==> src/rtl/wdg_pkg.sv <==
package wdg_pkg;

  typedef enum logic [1:0] {
    WD_IDLE  = 2'd0,
    WD_ARMED = 2'd1,
    WD_ALERT = 2'd2
  } wd_state_e;

  typedef enum logic [2:0] {
    CMD_NONE    = 3'd0,
    CMD_START   = 3'd1,
    CMD_SERVICE = 3'd2,
    CMD_HALT    = 3'd3,
    CMD_REKEY   = 3'd4
  } wd_cmd_e;

endpackage

==> src/rtl/wdg_key_guard.sv <==
module wdg_key_guard
  import wdg_pkg::*;
#(
  parameter int KEY_W = 3
) (
  input  logic             clk,
  input  logic             rst_n,
  input  logic             wr_en,
  input  logic             wr_run,
  input  logic [KEY_W-1:0] wr_key,
  input  logic             running,
  output wd_cmd_e          cmd
);

  logic [KEY_W-1:0] key_q;
  logic [KEY_W-1:0] key_d;
  logic             key_en;
  logic             key_match;

  assign key_match = (wr_key == ~key_q);

  always_comb begin
    cmd    = CMD_NONE;
    key_d  = key_q;
    key_en = 1'b0;
    if (wr_en) begin
      if (!running) begin
        if (wr_run) begin
          cmd    = CMD_START;
          key_d  = wr_key;
          key_en = 1'b1;
        end
      end else begin
        key_d  = wr_key;
        key_en = 1'b1;
        if (key_match) begin
          cmd = wr_run ? CMD_SERVICE : CMD_HALT;
        end else begin
          cmd = CMD_REKEY;
        end
      end
    end
  end

  always_ff @(posedge clk or negedge rst_n) begin
    if (!rst_n) begin
      key_q <= '0;
    end else if (key_en) begin
      key_q <= key_d;
    end
  end

  // a rejected key is stored, so servicing next cycle needs its complement
  assert_rekey_stores_key_R6: assert property (@(posedge clk) disable iff (!rst_n)
    (cmd == CMD_REKEY) |=> (key_q == $past(wr_key)));

endmodule

==> src/rtl/wdg_stage_timer.sv <==
module wdg_stage_timer
  import wdg_pkg::*;
#(
  parameter int FIRST_CYCLES  = 16,
  parameter int SECOND_CYCLES = 4,
  parameter int CNT_W         = 5
) (
  input  logic    clk,
  input  logic    rst_n,
  input  wd_cmd_e cmd,
  output logic    running,
  output logic    nmi,
  output logic    chip_rst
);

  localparam logic [CNT_W-1:0] FIRST_LAST  = CNT_W'(FIRST_CYCLES - 1);
  localparam logic [CNT_W-1:0] SECOND_LAST = CNT_W'(SECOND_CYCLES - 1);

  wd_state_e        state_q, state_d;
  logic [CNT_W-1:0] cnt_q, cnt_d;
  logic             cnt_en;
  logic             rst_q, rst_d;

  always_comb begin
    state_d = state_q;
    cnt_d   = cnt_q;
    rst_d   = 1'b0;
    unique case (state_q)
      WD_IDLE: begin
        if (cmd == CMD_START) begin
          state_d = WD_ARMED;
          cnt_d   = '0;
        end
      end
      WD_ARMED, WD_ALERT: begin
        if (cmd == CMD_HALT) begin
          state_d = WD_IDLE;
          cnt_d   = '0;
        end else if (cmd == CMD_SERVICE) begin
          state_d = WD_ARMED;
          cnt_d   = '0;
        end else if (state_q == WD_ARMED) begin
          if (cnt_q == FIRST_LAST) begin
            state_d = WD_ALERT;
            cnt_d   = '0;
          end else begin
            cnt_d = cnt_q + 1'b1;
          end
        end else begin
          if (cnt_q == SECOND_LAST) begin
            state_d = WD_IDLE;
            cnt_d   = '0;
            rst_d   = 1'b1;
          end else begin
            cnt_d = cnt_q + 1'b1;
          end
        end
      end
      default: begin
        state_d = WD_IDLE;
        cnt_d   = '0;
      end
    endcase
  end

  assign cnt_en = (state_q != WD_IDLE) || (cmd == CMD_START);

  always_ff @(posedge clk or negedge rst_n) begin
    if (!rst_n) begin
      state_q <= WD_IDLE;
      rst_q   <= 1'b0;
    end else begin
      state_q <= state_d;
      rst_q   <= rst_d;
    end
  end

  always_ff @(posedge clk or negedge rst_n) begin
    if (!rst_n) begin
      cnt_q <= '0;
    end else if (cnt_en) begin
      cnt_q <= cnt_d;
    end
  end

  assign running  = (state_q != WD_IDLE);
  assign nmi      = (state_q == WD_ALERT);
  assign chip_rst = rst_q;

  // the first window never runs past its limit
  assert_armed_count_bound_R2: assert property (@(posedge clk) disable iff (!rst_n)
    (state_q == WD_ARMED) |-> (cnt_q <= FIRST_LAST));

  // the second window never runs past its limit
  assert_alert_count_bound_R8: assert property (@(posedge clk) disable iff (!rst_n)
    (state_q == WD_ALERT) |-> (cnt_q <= SECOND_LAST));

  // reset request lasts one cycle
  assert_reset_single_pulse_R8: assert property (@(posedge clk) disable iff (!rst_n)
    chip_rst |=> !chip_rst);

  // reset only after an interrupt stage, and leaves the block halted
  assert_reset_after_alert_R8: assert property (@(posedge clk) disable iff (!rst_n)
    chip_rst |-> ($past(nmi) && !running));

  // a valid halt stops the watchdog
  assert_halt_idles_R4: assert property (@(posedge clk) disable iff (!rst_n)
    (cmd == CMD_HALT) |=> (!running && !nmi));

  // a valid service clears the interrupt and keeps counting
  assert_service_clears_nmi_R9: assert property (@(posedge clk) disable iff (!rst_n)
    (cmd == CMD_SERVICE) |=> (running && !nmi && !chip_rst));

  // an accepted start arms without an interrupt
  assert_start_arms_R2: assert property (@(posedge clk) disable iff (!rst_n)
    (cmd == CMD_START) |=> (running && !nmi));

endmodule

==> src/rtl/keyed_watchdog.sv <==
module keyed_watchdog
  import wdg_pkg::*;
#(
  parameter int KEY_W        = 3,
  parameter int NMI_CYCLES   = 5000000,
  parameter int RESET_CYCLES = 165000
) (
  input  logic             clk,
  input  logic             rst_n,
  input  logic             wr_en,
  input  logic             wr_run,
  input  logic [KEY_W-1:0] wr_key,
  output logic             nmi_o,
  output logic             chip_rst_o
);

  localparam int MAX_WIN = (NMI_CYCLES > RESET_CYCLES) ? NMI_CYCLES : RESET_CYCLES;
  localparam int CNT_W   = (MAX_WIN > 1) ? $clog2(MAX_WIN) : 1;

  logic [1:0] rst_sync_q;
  logic       rst_n_s;
  logic       running;
  wd_cmd_e    cmd;

  always_ff @(posedge clk or negedge rst_n) begin
    if (!rst_n) begin
      rst_sync_q <= 2'b00;
    end else begin
      rst_sync_q <= {rst_sync_q[0], 1'b1};
    end
  end

  assign rst_n_s = rst_sync_q[1];

  wdg_key_guard #(
    .KEY_W (KEY_W)
  ) u_guard (
    .clk     (clk),
    .rst_n   (rst_n_s),
    .wr_en   (wr_en),
    .wr_run  (wr_run),
    .wr_key  (wr_key),
    .running (running),
    .cmd     (cmd)
  );

  wdg_stage_timer #(
    .FIRST_CYCLES  (NMI_CYCLES),
    .SECOND_CYCLES (RESET_CYCLES),
    .CNT_W         (CNT_W)
  ) u_timer (
    .clk      (clk),
    .rst_n    (rst_n_s),
    .cmd      (cmd),
    .running  (running),
    .nmi      (nmi_o),
    .chip_rst (chip_rst_o)
  );

  // a write with the run flag low leaves a halted watchdog halted
  assert_idle_clear_ignored_R3: assert property (@(posedge clk) disable iff (!rst_n_s)
    (!running && wr_en && !wr_run) |=> !running);

  // nothing is requested while halted
  assert_idle_quiet_R1: assert property (@(posedge clk) disable iff (!rst_n_s)
    (!running && !$past(running)) |-> (!nmi_o && !chip_rst_o));

endmodule

==> config.mk <==
export PLATFORM = sky130hd
export DESIGN_NAME = keyed_watchdog
export DESIGN_NICKNAME = d
export VERILOG_FILES = /design/src/rtl/wdg_pkg.sv /design/src/rtl/wdg_key_guard.sv /design/src/rtl/wdg_stage_timer.sv /design/src/rtl/keyed_watchdog.sv
export SDC_FILE = /design/constraint.sdc
export NUM_CORES = 1
export LEC_CHECK = 0
export ABC_AREA = 1
export BUFFER_PORTS_ARGS = -buffer_cell sky130_fd_sc_hd__buf_2
export CORE_MARGIN = 1
export CORE_UTILIZATION = 61
export DETAILED_ROUTE_END_ITERATION = 8
export GPL_ROUTABILITY_DRIVEN = 1
export PLACE_DENSITY = 0.89
export SETUP_SLACK_MARGIN = 0.4
export SKIP_LAST_GASP = 1
export SLEW_MARGIN = 25
export SYNTH_ARGS = -nofsm -noshare
export SYNTH_HDL_FRONTEND = slang
export SYNTH_SLANG_ARGS = --single-unit
==> constraint.sdc <==
create_clock -name clk -period 1.48 [get_ports clk]
set_clock_uncertainty 0.1 [all_clocks]
set_input_delay 0.074 -clock clk [delete_from_list [all_inputs] [get_ports clk]]
set_output_delay 0.074 -clock clk [all_outputs]
set_load 0.01 [all_outputs]
==> results of run 1 <==
kinds of logic after synthesis:
family | after synthesis
xor+xnor | 16
buf+inv | 45
flops | 31
simple gates | 168
fa+ha+maj | 5
compound gates | 19
other cells | 1
synthesized netlist by cell type (2+ instances only):
cell,n
o21ai_1,3
nor3_1,4
xor2_1,13
inv_2,6
nand2_2,6
dfrtp_1,31
o21ai_2,2
ha_1,5
nand3_1,20
o21ai_0,6
nor2_1,54
nand4_1,10
xnor2_1,3
nand3_2,3
nor2_2,6
nand2_1,60
o22ai_1,6
inv_1,34
nor3_4,2
through the flow:
| stage | hold slack (ns) | setup TNS [ns] |
|---|---|---|
| after floorplan | -0.3216 | -2.567 |
| after global placement | -0.2409 | -3.112 |
| after detailed placement | -0.2383 | -5.127 |
| after CTS | 0.06434 | -4.352 |
what timing repair did:
action / in CTS
setup endpoints to repair: 30
gates cloned: 2
resized for setup: 50
hold buffers: 7
setup buffers: 11
endpoints found under the hold margin: 5
pin swaps: 17
==> results.py, run 1 <==
metrics = {
    "logic_synthesis": {
        "synth_edf_count": 0,
        "synth-compound-area-share_pct": 5.445,
        "netlist_area_um2": 2068,
        "synth_cells": 285,
        "yosys.area.top_type": "dfrtp_1",
        "syn_area_per_cell_um2": 7.257,
        "syn-num-nets": 297,
        "synthSimpleGateAreaFrac_pct": 38.05,
        "synthAdderAreaFrac_pct": 3.025,
        "ys_types": 30,
        "async_flop_share_pct": 100.0,
        "synthTopCellsByArea": "dfrtp_1 38%, nand2_1 11%, nor2_1 9.8%",
        "ys_ff_latch": 31,
        "ys_seq_area_share_pct": 37.51,
        "synth.mux.area_fraction_pct": 0,
        "ys.flop_type": "dfrtp_1",
        "yosys.area.top_type_share_pct": 37.51,
        "synth_xor_area_share_pct": 6.776,
        "yosysWarnings": 0,
        "synth_top_family_by_area": "simple AND/OR/NAND/NOR gates",
    },
    "clock_tree": {
        "cts-root-buf": "clkbuf_4",
        "clock-sinks": 31,
        "h-tree-depth": 2,
        "clockBufferDepth": 2,
        "numCtsBuffers": 5,
    },
    "sta": {
        "worst_endpoint_kind": "register data pin",
        "crit_endpoint": "u_timer.cnt_q[3]$_DFFE_PN0P_/D",
    },
    "global_routing": {
        "grt_max_degree": 30,
    },
    "floorplanning": {
        "io_pins": 9,
        "start_util_pct": 66.12,
        "die_y_um": 60.23,
        "die_w_um": 60.23,
        "rows": 20,
    },
    "status": {
        "haltStage": "5_1_grt",
        "stop_error": "[ERROR DPL-0038] Utilization greater than 100%, impossible to legalize",
        "outcome": "did not finish",
    },
    "placement": {
        "hpwl_um": 4442,
        "port_buffers": 8,
        "globalplace.congestion": 0.9963,
        "placed_cells": 385,
        "detailedPlace.worstSlack_ns": -0.2672,
        "placed_cell_area_um2": 2545,
    },
}
==> run 2, diff against run 1 <==
- CORE_UTILIZATION: 61 -> 40
- PLACE_DENSITY: 0.89 -> not set
- PLACE_DENSITY_LB_ADDON: not set -> 0.15
- SETUP_SLACK_MARGIN: 0.4 -> not set
==> results.py, run 2 <==
metrics = {
    "placement": {
        "port_buffers": 8,
        "hpwl_um": 4149,
        "globalplace.congestion": 0.9190,
        "detailedPlace.worstSlack_ns": -0.2158,
    },
    "worst_setup_path": {
        "critPathArrivalTime_ns": 1.81,
        "critical_path.most_common_cell": "nor2_2",
        "cp.required_ns": 1.57,
        "crit_fanout": 5,
        "slowest_stage": "dfrtp_1",
        "startpoint_type": "register",
        "cp_slowest_stage_delay_ns": 0.38,
        "crit_chain": "inv_2 -> ha_4 -> buf_6 -> nand2_4 -> clkinvlp_4 -> nor2_2 -> nand2_2 -> o21ai_1 -> nand2_1 -> inv_1 -> nor2_2",
        "worstSetupPathType": "register to register",
        "cp-end-kind": "register",
    },
    "global_routing": {
        "antenna_found_initial": 0,
        "grt_max_degree": 18,
        "overflow": 0,
        "grt_first_pass_wirelength_um": 9114,
        "grt_pass1_vias": 1905,
        "grtUsageTotal_pct": 22.91,
    },
    "logic_synthesis": {
        "synth_edf_count": 0,
        "synthTopCellsByArea": "dfrtp_1 38%, nand2_1 11%, nor2_1 9.8%",
        "synth_cells": 285,
        "syn-num-nets": 297,
        "synth_common_cells": "60 x nand2_1, 54 x nor2_1, 34 x inv_1, 31 x dfrtp_1, 20 x nand3_1",
        "yosys.cell_count.top_type": "nand2_1",
        "ys_types": 30,
        "syn_area_per_cell_um2": 7.257,
        "async_flop_share_pct": 100.0,
        "yosysWarnings": 0,
        "ys_ff_latch": 31,
        "ys_seq_area_share_pct": 37.51,
        "yosys.area.top_type": "dfrtp_1",
        "netlist_area_um2": 2068,
        "yosys.area.top_type_share_pct": 37.51,
        "ys.flop_type": "dfrtp_1",
    },
    "power_and_ir_drop": {
        "pwr_density_cell_nw_per_um2": 1286,
        "p_leak_nw": 1.402,
        "ir_drop_v": 0.001026,
    },
    "cells_and_area": {
        "finish.utilization_pct": 60.39,
        "final_cell_mix": "58 x nand2_1, 54 x buf_4, 43 x nor2_1",
        "num-nets-final": 373,
        "drive_gt1_share_pct": 36.19,
        "largestRegisters": "u_timer.cnt_q: 23 flops, u_guard.key_q: 3 flops",
        "regMostFlops": "u_timer.cnt_q",
        "diodes": 0,
        "largest_reg_flops": 23,
        "layout_commonest_cell": "nand2_1",
        "area_growth_pct": 41.56,
    },
    "floorplanning": {
        "dieArea_um2": 5462,
        "die_w_um": 73.91,
        "start_util_pct": 42.66,
        "rows": 25,
        "io_pins": 9,
        "core_area_um2": 4848,
        "die_y_um": 73.91,
    },
    "sta": {
        "period_needed_ns": 1.720,
        "hold_violations": 0,
        "fmax_ghz": 0.5814,
        "finalCritPeriodShare_pct": 116.2,
        "final-setup-viol-count": 25,
        "drv_slew": 0,
        "rsz0062_at_grt": "true",
        "finalWorstSetupSlack_ns": -0.2398,
    },
    "flow_run": {
        "drv_cap": 0,
    },
    "clock_tree": {
        "clkLatencyLatePin_ns": 0.30,
        "h-tree-depth": 2,
        "cts-root-buf": "clkbuf_8",
        "cts_tree": "done",
        "numCtsBuffers": 5,
        "clockBufferDepth": 2,
        "clock-sinks": 31,
        "clk_pin_slew_worst_paths_ns": 0.07,
    },
    "drt": {
        "wl_per_cell_um": 12.87,
        "ant_nets": 0,
        "drcViolationCount": 0,
        "drt_iter0_drc": 96,
        "vias_per_cell": 4.797,
        "wirelength_um": 5521,
        "vias": 2058,
        "drtPass1Iterations": 4,
    },
    "status": {
        "violations": "setup timing",
        "outcome": "complete, but fails checks",
    },
    "hold_path": {
        "hold_class": "primary input to register",
    },
}
==> run 2: critical path: cells and delay by family (launching register included) <==
family	cells	cell delay, ns
AND/OR/NAND/NOR	5	0.42
buffers and inverters	4	0.40
AO/OA/AOI/OAI	1	0.14
flip-flops	1	0.38
adder cells (fa/ha/maj)	1	0.17
==> run 2: area by class of cell <==
| type | instances | area, um^2 |
|---|---|---|
| inverter | 41 | 165.2 |
| timing repair buffer | 72 | 560.5 |
| clock buffer | 7 | 76.32 |
| clock inverter | 1 | 5.005 |
| multi-input combinational | 209 | 1241 |
| timing repair inverter | 1 | 16.27 |
| fill | 442 | 1921 |
| tap | 67 | 83.83 |
| sequential | 31 | 779.5 |
==> run 2: report_power, final <==
group,switching (W),internal (W)
Sequential,0.0000741,0.000935
Clock,0.000336,0.000330
Combinational,0.00113,0.000960
Total,0.00154,0.00223
==> run 2: routing by layer <==
metal	vias to the layer above	global-route usage, %	share of wire, %
li1	1049	-	-
met1	955	32.33	50
met2	43	33.94	44
met3	11	4.664	3.7
met4	0	9.829	2.2
met5	-	0	0
==> run 2: kinds of logic (layout without fill, tap and decap cells) <==
family | after synthesis | in the layout | share of synthesized area [%]
AO/OA/AOI/OAI | 19 | 19 | 5.445
other | 1 | 1 | 0.1813
XOR/XNOR | 16 | 16 | 6.776
buffers and inverters | 45 | 122 | 9.013
adder cells (fa/ha/maj) | 5 | 5 | 3.025
flip-flops | 31 | 31 | 37.51
AND/OR/NAND/NOR | 168 | 168 | 38.05
==> run 2: path summary, 6_finish.rpt <==
| kind | from | to | slack, ns | cells after the start |
|---|---|---|---|---|
| min in group asynchronous | rst_sync_q[1] | u_timer.cnt_q[4] | 0.09 | 1 |
| max in group asynchronous | rst_n | rst_sync_q[1] | 0.63 | 3 |
| worst min register to register | rst_sync_q[1] | u_timer.cnt_q[4] | 0.09 | 1 |
| worst max-delay path | u_timer.state_q[1] | u_timer.cnt_q[13] | -0.24 | 11 |
| worst max register to register | u_timer.state_q[1] | u_timer.cnt_q[13] | -0.24 | 11 |
| worst min-delay path | wr_en | u_guard.key_q[1] | 0.07 | 4 |
==> run 2: per-stage QoR <==
stage	TNS, ns	instances	cell area, um^2	total power [W]	hold slack [ns]
final	-4.513	429	2928	0.003764	0.06794
after global routing	-7.688	429	2928	0.004016	0.1051
after floorplan	-2.567	285	2071	0.001878	-0.3216
after global placement	-4.139	411	2592	0.002555	-0.2406
after CTS	-3.452	427	2779	0.003379	0.1017
after detailed placement	-4.267	411	2592	0.002564	-0.2374
==> run 2: what timing repair did <==
action                                  in CTS  in global routing
hold endpoints to repair                     5                  0
endpoints found under the setup margin      25                 29
gates resized for setup                     10                 38
setup buffers                                2                  2
cloned                                       1                  0
pin swaps                                    5                 14
hold buffers                                 5                  0
Power figures use the tool's default switching activity.
==> run 3, diff against run 2 <==
- BUFFER_PORTS_ARGS: -buffer_cell sky130_fd_sc_hd__buf_2 -> not set
- DONT_BUFFER_PORTS: not set -> 1
==> results.py, run 3 (synthesis results as in run 2) <==
metrics = {
    "global_routing": {
        "overflow": 0,
        "antenna_found_initial": 0,
        "grt_pass1_vias": 1935,
        "grt_first_pass_wirelength_um": 9321,
        "grt_max_degree": 30,
        "grtUsageTotal_pct": 23.44,
    },
    "clock_tree": {
        "clk_pin_slew_worst_paths_ns": 0.07,
        "numCtsBuffers": 5,
        "h-tree-depth": 2,
        "cts_tree": "done",
        "cts-root-buf": "clkbuf_8",
        "clockBufferDepth": 2,
        "clkLatencyLatePin_ns": 0.29,
        "clock-sinks": 31,
    },
    "hold_path": {
        "hold_class": "primary input to register",
        "min_from": "wr_run",
    },
    "worst_setup_path": {
        "critPathArrivalTime_ns": 1.81,
        "cp-end-kind": "register",
        "crit_start": "u_timer.state_q[0]",
        "worstSetupPathType": "register to register",
        "r2r-start": "u_timer.state_q[0]",
        "rrSetupSlack_ns": -0.24,
        "startpoint_type": "register",
        "crit_fanout": 3,
        "cp.required_ns": 1.57,
    },
    "power_and_ir_drop": {
        "p_leak_nw": 1.407,
        "pwr_density_cell_nw_per_um2": 1307,
        "ir_drop_v": 0.0009983,
    },
    "cells_and_area": {
        "diodes": 0,
        "largestRegisters": "u_timer.cnt_q: 23 flops, u_guard.key_q: 3 flops",
        "finish.utilization_pct": 60.57,
        "num-nets-final": 369,
        "final_cell_area_um2": 2937,
        "drive_gt1_share_pct": 36.87,
        "regMostFlops": "u_timer.cnt_q",
        "area_growth_pct": 41.98,
        "multi_input_area_um2": 1220,
        "fill_cells": 432,
        "layout_commonest_cell": "nand2_1",
        "largest_reg_flops": 23,
        "regArea_um2": 779.5,
        "final_cell_mix": "58 x nand2_1, 57 x buf_4, 36 x nor2_1",
    },
    "floorplanning": {
        "die_w_um": 73.91,
        "io_pins": 9,
        "rows": 25,
        "dieArea_um2": 5462,
        "die_y_um": 73.91,
        "start_util_pct": 42.66,
        "core_area_um2": 4848,
    },
    "sta": {
        "final-setup-viol-count": 26,
        "drv_slew": 0,
        "fmax_ghz": 0.5808,
        "finalCritPeriodShare_pct": 116.3,
        "rsz0062_at_grt": "true",
        "period_needed_ns": 1.722,
        "finalWorstSetupSlack_ns": -0.2417,
        "hold_violations": 0,
    },
    "drt": {
        "drt_iter0_drc": 97,
        "drcViolationCount": 0,
        "drtPass1Iterations": 5,
        "ant_nets": 0,
        "wl_per_cell_um": 13.04,
        "wirelength_um": 5541,
        "vias": 2010,
        "vias_per_cell": 4.729,
    },
    "flow_run": {
        "drv_cap": 0,
    },
    "status": {
        "violations": "setup timing",
        "outcome": "complete, but fails checks",
    },
    "placement": {
        "globalplace.congestion": 1.019,
        "placed_cell_area_um2": 2560,
        "hpwl_um": 4105,
        "port_buffers": 0,
    },
}
## run 3: changes by cell type in the layout (fill, tap and decap cells not counted), moves of 2 or more
cell,delta
nor2_2,+9
nor2_1,-7
nor2_4,-2
dlygate4sd3_1,+2
buf_4,+3
buf_2,-8
clkbuf_1,-2
ha_4,-2
buf_6,-2
nand3_2,-2
clkinv_4,+2
## run 3: routing by layer
layer / share of wire, % / global-route usage (%) / vias up
met2: 46 / 36.46 / 34
met4: 1.7 / 8.547 / 0
met1: 48 / 32.08 / 924
met5: 0 / 0 / -
li1: - / - / 1045
met3: 3.8 / 4.938 / 7
## run 3: worst paths after layout
kind,cells past startpoint,to
max,9,u_timer.cnt_q[7]
min,4,u_guard.key_q[0]
max reg2reg,9,u_timer.cnt_q[7]
min reg2reg,1,u_guard.key_q[2]
max in group asynchronous,2,rst_sync_q[0]
min in group asynchronous,1,u_guard.key_q[2]
## run 3: critical path, stage by stage, from the launching register on
cell,delay (ns)
dfrtp_1,0.39
buf_4,0.15
ha_1,0.23
inv_2,0.08
nand4_1,0.21
buf_4,0.21
nand3_1,0.09
nand3_1,0.07
nand2_1,0.06
inv_1,0.03
## run 3: repair_timing
item	CTS	global route
gates resized for setup	21	22
gates cloned	2	0
pin swaps	12	5
hold buffers	7	0
setup buffers	4	0
endpoints found under the hold margin	6	0
endpoints found under the setup margin	26	26
## run 3: final cells by class
class                           count  area share, %
Inverter                           41          5.411
Sequential cell                    31          26.54
Tap cell                           67          2.855
Timing Repair Buffer               68          19.34
Clock buffer                        6          2.812
Multi-Input combinational cell    209          41.54
Clock inverter                      2          1.193
Timing Repair inverter              1         0.2983
## run 3: through the flow
step | hold slack, ns | TNS [ns] | cells | total power, W | setup slack, ns
after floorplan | -0.3216 | -2.567 | 285 | 0.001878 | -0.1192
after global placement | -0.3215 | -4.539 | 404 | 0.002459 | -0.2456
after detailed placement | -0.3215 | -4.903 | 404 | 0.002470 | -0.2555
after CTS | 0.03837 | -3.826 | 425 | 0.003806 | -0.1810
after global routing | 0.07498 | -7.307 | 425 | 0.004085 | -0.3279
final | 0.04872 | -4.156 | 425 | 0.003838 | -0.2417
## run 3: where the power goes
part | switching [W] | total [W] | internal [W]
Combinational | 0.00104 | 0.00198 | 0.000941
Sequential | 0.0000555 | 0.000991 | 0.000935
Clock | 0.000327 | 0.000871 | 0.000544
